`src/rtl/conv_start_ctrl.sv`:
```
module conv_start_ctrl #(
  parameter int NSRC       = 8,
  parameter int SEL_W      = $clog2(NSRC),
  parameter int CONV_TICKS = 13,
  parameter int CODE_W     = 3,
  parameter int CH_W       = 3
) (
  input  logic              clk,
  input  logic              rst_n,
  input  logic              sw_start,
  input  logic              auto_en,
  input  logic [SEL_W-1:0]  trig_sel,
  input  logic [NSRC-2:0]   trig_in,
  input  logic [CODE_W-1:0] pre_code,
  input  logic              ch_wr,
  input  logic [CH_W-1:0]   ch_in,
  input  logic              irq_en,
  input  logic              flag_clr,
  output logic              busy,
  output logic              conv_done,
  output logic              done_flag,
  output logic              irq,
  output logic [CH_W-1:0]   ch_active,
  output logic              pre_tick
);
  localparam int PRE_W  = (1 << CODE_W) - 1;
  localparam int TCNT_W = $clog2(CONV_TICKS);

  logic [NSRC-2:0]   sync1, sync2, prev;
  logic [NSRC-2:0]   edges;
  logic              sel_edge, free_mode, last, start, restart;
  logic [CODE_W-1:0] eff_code;
  logic [PRE_W-1:0]  pcnt, div_last;
  logic [TCNT_W-1:0] tcnt;
  logic [CH_W-1:0]   ch_pend;

  assign edges = sync2 & ~prev;

  always_comb begin
    sel_edge = 1'b0;
    for (int i = 1; i < NSRC; i++)
      if (trig_sel == SEL_W'(i)) sel_edge = edges[i-1];
  end

  assign eff_code = (pre_code == '0) ? CODE_W'(1) : pre_code;

  always_comb
    for (int i = 0; i < PRE_W; i++) div_last[i] = (i < int'(eff_code));

  assign free_mode = auto_en && (trig_sel == '0);
  assign pre_tick  = (pcnt == div_last);
  assign last      = (tcnt == TCNT_W'(CONV_TICKS - 1));
  assign conv_done = busy && pre_tick && last;
  assign restart   = conv_done && free_mode;
  assign start     = !busy && (sw_start || (auto_en && sel_edge));
  assign irq       = done_flag && irq_en;

  always_ff @(posedge clk or negedge rst_n) begin
    if (!rst_n) begin
      sync1 <= '0;
      sync2 <= '0;
      prev  <= '0;
    end else begin
      sync1 <= trig_in;
      sync2 <= sync1;
      prev  <= sync2;
    end
  end

  always_ff @(posedge clk or negedge rst_n) begin
    if (!rst_n) begin
      pcnt      <= '0;
      tcnt      <= '0;
      busy      <= 1'b0;
      done_flag <= 1'b0;
    end else begin
      pcnt <= (start || restart || pre_tick) ? '0 : pcnt + 1'b1;
      if (start) begin
        busy <= 1'b1;
        tcnt <= '0;
      end else begin
        if (conv_done) busy <= restart;
        if (busy && pre_tick) tcnt <= last ? '0 : tcnt + 1'b1;
      end
      if (conv_done)     done_flag <= 1'b1;
      else if (flag_clr) done_flag <= 1'b0;
    end
  end

  always_ff @(posedge clk or negedge rst_n) begin
    if (!rst_n) begin
      ch_pend   <= '0;
      ch_active <= '0;
    end else begin
      if (ch_wr) ch_pend <= ch_in;
      if (!busy)          ch_active <= ch_wr ? ch_in : ch_pend;
      else if (conv_done) ch_active <= ch_pend;
    end
  end
endmodule


```
`config.mk`:
```
export PLATFORM = sky130hd
export DESIGN_NAME = conv_start_ctrl
export DESIGN_NICKNAME = d
export VERILOG_FILES = /design/src/rtl/conv_start_ctrl.sv
export SDC_FILE = /design/constraint.sdc
export NUM_CORES = 1
export LEC_CHECK = 0
export ABC_AREA = 1
export BUFFER_PORTS_ARGS = -buffer_cell sky130_fd_sc_hd__buf_4
export CAP_MARGIN = 15
export CORE_ASPECT_RATIO = 1.1
export CORE_MARGIN = 4
export CORE_UTILIZATION = 35
export DETAILED_ROUTE_END_ITERATION = 8
export GPL_TIMING_DRIVEN = 1
export PLACE_DENSITY = 0.61
export SLEW_MARGIN = 5
export SYNTH_ARGS = -nofsm -noshare
export SYNTH_HDL_FRONTEND = slang
export SYNTH_SLANG_ARGS = --single-unit
```
`constraint.sdc`:
```
create_clock -name clk -period 1.9 [get_ports clk]
set_input_delay 0.095 -clock clk [delete_from_list [all_inputs] [get_ports clk]]
set_output_delay 0.095 -clock clk [all_outputs]
set_load 0.02 [all_outputs]
```
==> report_table.html <==
<table>
<tr><th>Metric</th><th>Value</th></tr>
<tr><th colspan="2">Final layout</th></tr>
<tr><td>Multi-input gate area</td><td>627 um^2</td></tr>
<tr><td>Fraction of final layout cells sized beyond drive strength 1</td><td>26.0%</td></tr>
<tr><td>Area taken by flip-flops and latches</td><td>0.00100 mm^2</td></tr>
<tr><td>Final standard cell area without fillers</td><td>0.00222 mm^2</td></tr>
<tr><td># diodes</td><td>0</td></tr>
<tr><td>Post-route core utilization</td><td>47.1%</td></tr>
<tr><td>Synthesis-to-finish area growth</td><td>28.2%</td></tr>
<tr><td>Net count of the finished layout</td><td>244</td></tr>
<tr><td>Count of fill cells added during filler insertion</td><td>455</td></tr>
<tr><th colspan="2">Power and ir drop</th></tr>
<tr><td>Power Dens Cells</td><td>1040 mW/mm^2</td></tr>
<tr><td>Leakage power</td><td>1.15 nW</td></tr>
<tr><td>Maximum VDD drop</td><td>502 uV</td></tr>
<tr><th colspan="2">Routing</th></tr>
<tr><td>Final wirelength</td><td>2980 um</td></tr>
<tr><td>Routed length per instance</td><td>10.8 um</td></tr>
<tr><td>Number of DRC markers in iteration 0</td><td>62</td></tr>
<tr><td>Detailed-router iteration count before antenna repair</td><td>4</td></tr>
<tr><td>Vias per cell</td><td>4.40</td></tr>
<tr><td>Post-route DRC violation count</td><td>0</td></tr>
<tr><td>Vias</td><td>1210</td></tr>
<tr><td>DRT antenna net count</td><td>0</td></tr>
<tr><th colspan="2">Place</th></tr>
<tr><td>Area of placed instances</td><td>0.00201 mm^2</td></tr>
<tr><td>DPL Wire Length</td><td>2130 um</td></tr>
<tr><td>Final weighted congestion in routability-driven placement</td><td>0.853</td></tr>
<tr><td>IO Port Bufs</td><td>30</td></tr>
<tr><td>Pre-CTS setup slack</td><td>0.421 ns</td></tr>
<tr><th colspan="2">STA</th></tr>
<tr><td>Worst slew pin tran</td><td>0.488 ns</td></tr>
<tr><td>Final count of pins violating max slew</td><td>0</td></tr>
<tr><td>Worst setup margin</td><td>0.146 ns</td></tr>
<tr><td>Final setup viols</td><td>0</td></tr>
<tr><td>Layout Skew</td><td>0.00392 ns</td></tr>
<tr><td>Max Clock Freq</td><td>0.570 GHz</td></tr>
<tr><td>Post-route clock period utilization</td><td>92.3%</td></tr>
<tr><td>Hold Vio Cnt, Final</td><td>0</td></tr>
<tr><td>Max-Slew Margin vs Limit</td><td>67.4%</td></tr>
<tr><td>Post-route minimum period</td><td>1.75 ns</td></tr>
<tr><th colspan="2">Setup path</th></tr>
<tr><td>Largest fanout on the critical path</td><td>6</td></tr>
<tr><td>Cell-by-cell listing of the critical path</td><td>nand2_1, nand2_1, nand2_1, nor2_2, nand3_2, nor2_8, nand3_4, clkinv_4, buf_4</td></tr>
<tr><td>Worst setup path startpoint</td><td>pcnt[2]</td></tr>
<tr><td>Kind of cell with the highest combined delay on the critical path</td><td>simple AND/OR/NAND/NOR gates</td></tr>
<tr><td>Element type at the critical path end</td><td>primary output</td></tr>
<tr><td>WS Path Type</td><td>reg2out</td></tr>
<tr><td>Buffering stage count on the worst path with inverters included</td><td>2</td></tr>
<tr><td>Largest incremental delay on the critical path</td><td>0.41 ns</td></tr>
<tr><td>Startpoint type of the worst setup path</td><td>flop</td></tr>
<tr><td>Beginning of the worst register-to-register path</td><td>pcnt[2]</td></tr>
<tr><td>Slowest cell on the critical path</td><td>sky130_fd_sc_hd__dfrtp_1</td></tr>
<tr><td>Data arrival time of the critical path</td><td>1.66 ns</td></tr>
<tr><td>CP dominant cell by count</td><td>sky130_fd_sc_hd__nand2_1</td></tr>
<tr><td>Required time worst endpoint</td><td>1.80 ns</td></tr>
<tr><th colspan="2">Global route</th></tr>
<tr><td>Initial antenna violation count</td><td>0</td></tr>
<tr><td>Largest net degree at the start of global routing</td><td>41</td></tr>
<tr><td>Aggregate global routing overflow</td><td>0</td></tr>
<tr><td>Global router's overall resource usage</td><td>11.1%</td></tr>
<tr><td>Global-route wire length before repair</td><td>5170 um</td></tr>
<tr><td>Vias in the first global route</td><td>1136</td></tr>
<tr><th colspan="2">CTS</th></tr>
<tr><td>Maximum count of clock buffers along a single path</td><td>2</td></tr>
<tr><td>Clock slew at the register clock pins of the worst setup and hold paths</td><td>0.08 ns</td></tr>
<tr><td>Number of buffers inserted during clock tree synthesis</td><td>5</td></tr>
<tr><td>TritonCTS clock tree</td><td>done</td></tr>
<tr><td>Sink Count</td><td>40</td></tr>
<tr><td>H-Tree Level Count</td><td>2</td></tr>
<tr><td>Clock tree root buffer cell</td><td>sky130_fd_sc_hd__clkbuf_8</td></tr>
<tr><td>Clock latency on the worst-skew pair</td><td>0.29 ns</td></tr>
<tr><th colspan="2">Synthesis</th></tr>
<tr><td>Most frequent cells after synthesis</td><td>40 x sky130_fd_sc_hd__dfrtp_1, 39 x sky130_fd_sc_hd__nand2_1, 23 x sky130_fd_sc_hd__nand3_1</td></tr>
<tr><td>Post-synthesis instance area</td><td>0.00173 mm^2</td></tr>
<tr><td>Count of flip-flops with a built-in enable after synthesis</td><td>0</td></tr>
<tr><td>Synthesis Warnings</td><td>0</td></tr>
<tr><td>Portion of the post-synthesis area used by sequential elements</td><td>57.8%</td></tr>
<tr><td>Mean Syn Cell Area</td><td>10.1 um^2</td></tr>
<tr><td>Top cells by area in the synthesized netlist</td><td>sky130_fd_sc_hd__dfrtp_1 58%, sky130_fd_sc_hd__nand2_1 8.5%, sky130_fd_sc_hd__nand3_1 6.6%</td></tr>
<tr><td>Library cell with the largest summed area after synthesis</td><td>sky130_fd_sc_hd__dfrtp_1</td></tr>
<tr><td>Top_reg_cell synth</td><td>sky130_fd_sc_hd__dfrtp_1</td></tr>
<tr><td>Synth unique cells</td><td>25</td></tr>
<tr><td>Top-count cell post-synth</td><td>sky130_fd_sc_hd__dfrtp_1</td></tr>
<tr><td>Nets in the synthesized netlist</td><td>197</td></tr>
<tr><td>Flip-flop and latch count after synthesis</td><td>40</td></tr>
<tr><td>Async set or reset register ratio after synthesis</td><td>100%</td></tr>
<tr><td>Portion of synthesized cell area occupied by the leading cell type</td><td>57.8%</td></tr>
<tr><td>Cell count after synthesis</td><td>171</td></tr>
<tr><th colspan="2">Floorplan</th></tr>
<tr><td>Number of top-level pins</td><td>31</td></tr>
<tr><td>Area of the core region</td><td>0.00472 mm^2</td></tr>
<tr><td>Die span in y</td><td>81.8 um</td></tr>
<tr><td>DIE WIDTH</td><td>75.1 um</td></tr>
<tr><td>Floorplan die area</td><td>0.00614 mm^2</td></tr>
<tr><td>Number of standard-cell rows in the floorplan</td><td>26</td></tr>
<tr><td>Starting Density</td><td>36.7%</td></tr>
<tr><th colspan="2">Hold path</th></tr>
<tr><td>Worst hold path type</td><td>in2reg</td></tr>
<tr><td>Beginning of the worst hold path</td><td>ch_in[0]</td></tr>
<tr><th colspan="2">Run status</th></tr>
<tr><td>Status</td><td>finished, final reports clean</td></tr>
<tr><th colspan="2">Job</th></tr>
<tr><td>Count of maximum capacitance violations</td><td>0</td></tr>
</table>
metrics by stage:
stage	instances	total power (W)	hold WS, ns	setup TNS, ns
floorplan	171	0.00152	-0.201	0
detailed placement	255	0.00172	0.0997	0
global route	275	0.00248	0.0372	-0.00609
CTS	272	0.00231	0.0456	0
finish	275	0.00230	0.0566	0
global placement	255	0.00171	0.0971	0
sequential cells by signal (all words and copies together), names as in the netlist:
signal / flops
sync1: 7
prev: 7
done_flag: 1
tcnt: 4
ch_active: 3
sync2: 7
pcnt: 7
busy: 1
ch_pend: 3
power breakdown:
part / total [W] / leakage, nW / switching, W / internal [W]
combinational: 0.000614 / 0.627 / 0.000328 / 0.000286
sequential: 0.00112 / 0.485 / 0.000127 / 0.000994
clock: 0.000564 / 0.0404 / 0.000304 / 0.000260
total: 0.00230 / 1.15 / 0.000759 / 0.00154
placed cells by master, fill, tap and decap left out:
cell / n
sky130_fd_sc_hd__o21ai_0: 1
sky130_fd_sc_hd__nor2_8: 1
sky130_fd_sc_hd__nor3_1: 2
sky130_fd_sc_hd__ha_1: 3
sky130_fd_sc_hd__clkinvlp_4: 2
sky130_fd_sc_hd__xnor2_1: 2
sky130_fd_sc_hd__nand3_1: 23
sky130_fd_sc_hd__nand2_4: 1
sky130_fd_sc_hd__o21bai_1: 1
sky130_fd_sc_hd__mux2_2: 3
sky130_fd_sc_hd__nand4_2: 1
sky130_fd_sc_hd__dlygate4sd3_1: 9
sky130_fd_sc_hd__nand4_1: 2
sky130_fd_sc_hd__nand2_1: 39
sky130_fd_sc_hd__xor2_1: 6
sky130_fd_sc_hd__a21oi_1: 1
sky130_fd_sc_hd__buf_4: 33
sky130_fd_sc_hd__nand3_2: 6
sky130_fd_sc_hd__nor2_2: 1
sky130_fd_sc_hd__inv_1: 22
sky130_fd_sc_hd__dfrtp_1: 40
sky130_fd_sc_hd__nand3b_1: 1
sky130_fd_sc_hd__nor2_1: 10
sky130_fd_sc_hd__nand3_4: 1
sky130_fd_sc_hd__clkbuf_8: 5
sky130_fd_sc_hd__nor2_4: 1
sky130_fd_sc_hd__clkinv_4: 2
routing by layer:
metal	part of all wire (%)	global-route usage, %	up-vias	wire length (um)
li1	-	-	637	-
met1	46	14.0	546	1380
met2	47	17.7	22	1400
met3	5.5	3.43	5	164
met4	1.4	4.27	0	41
met5	0	0	-	0
layout make-up:
type | instances | share of cell area [%]
Inverter | 23 | 4.11
Multi-Input combinational cell | 106 | 28.2
Clock buffer | 5 | 3.10
Clock inverter | 3 | 1.07
Tap cell | 56 | 3.16
Timing Repair Buffer | 42 | 15.2
Sequential cell | 40 | 45.1
worst register-to-register path: stages (launching register included):
cell and delay [ns]:
sky130_fd_sc_hd__dfrtp_1 0.41, sky130_fd_sc_hd__nand2_1 0.09, sky130_fd_sc_hd__nand2_1 0.06, sky130_fd_sc_hd__nand2_1 0.05
sky130_fd_sc_hd__nor2_2 0.11, sky130_fd_sc_hd__nand3_2 0.12, sky130_fd_sc_hd__nor2_8 0.17, sky130_fd_sc_hd__buf_4 0.15
sky130_fd_sc_hd__nand2_4 0.06, sky130_fd_sc_hd__nor2_4 0.12, sky130_fd_sc_hd__nand2_1 0.06, sky130_fd_sc_hd__nand2_1 0.06
logic make-up after synthesis:
| group | Yosys count | synth area share, % |
|---|---|---|
| simple gates | 89 | 27.0 |
| flops | 40 | 57.8 |
| buf+inv | 25 | 6.00 |
| xor+xnor | 8 | 4.05 |
| compound gates | 3 | 1.01 |
| mux | 3 | 1.95 |
| fa+ha+maj | 3 | 2.17 |
path summary, 6_finish.rpt:
kind / end / slack [ns] / cells past startpoint
min in group asynchronous: prev[1] / 0.31 / 2
setup / recovery: conv_done / 0.15 / 9
max in group asynchronous: ch_pend[2] / 1.25 / 2
hold reg to reg: sync2[0] / 0.35 / 0
hold / removal: ch_pend[0] / 0.06 / 2
setup reg to reg: tcnt[2] / 0.39 / 11
what timing repair did:
item,CTS,global route
endpoints found under the setup margin,0,1
gates resized for setup,0,0
setup buffers,0,3
hold buffers,9,0
hold endpoints to repair,48,0
(Power assumes the default switching activity.)
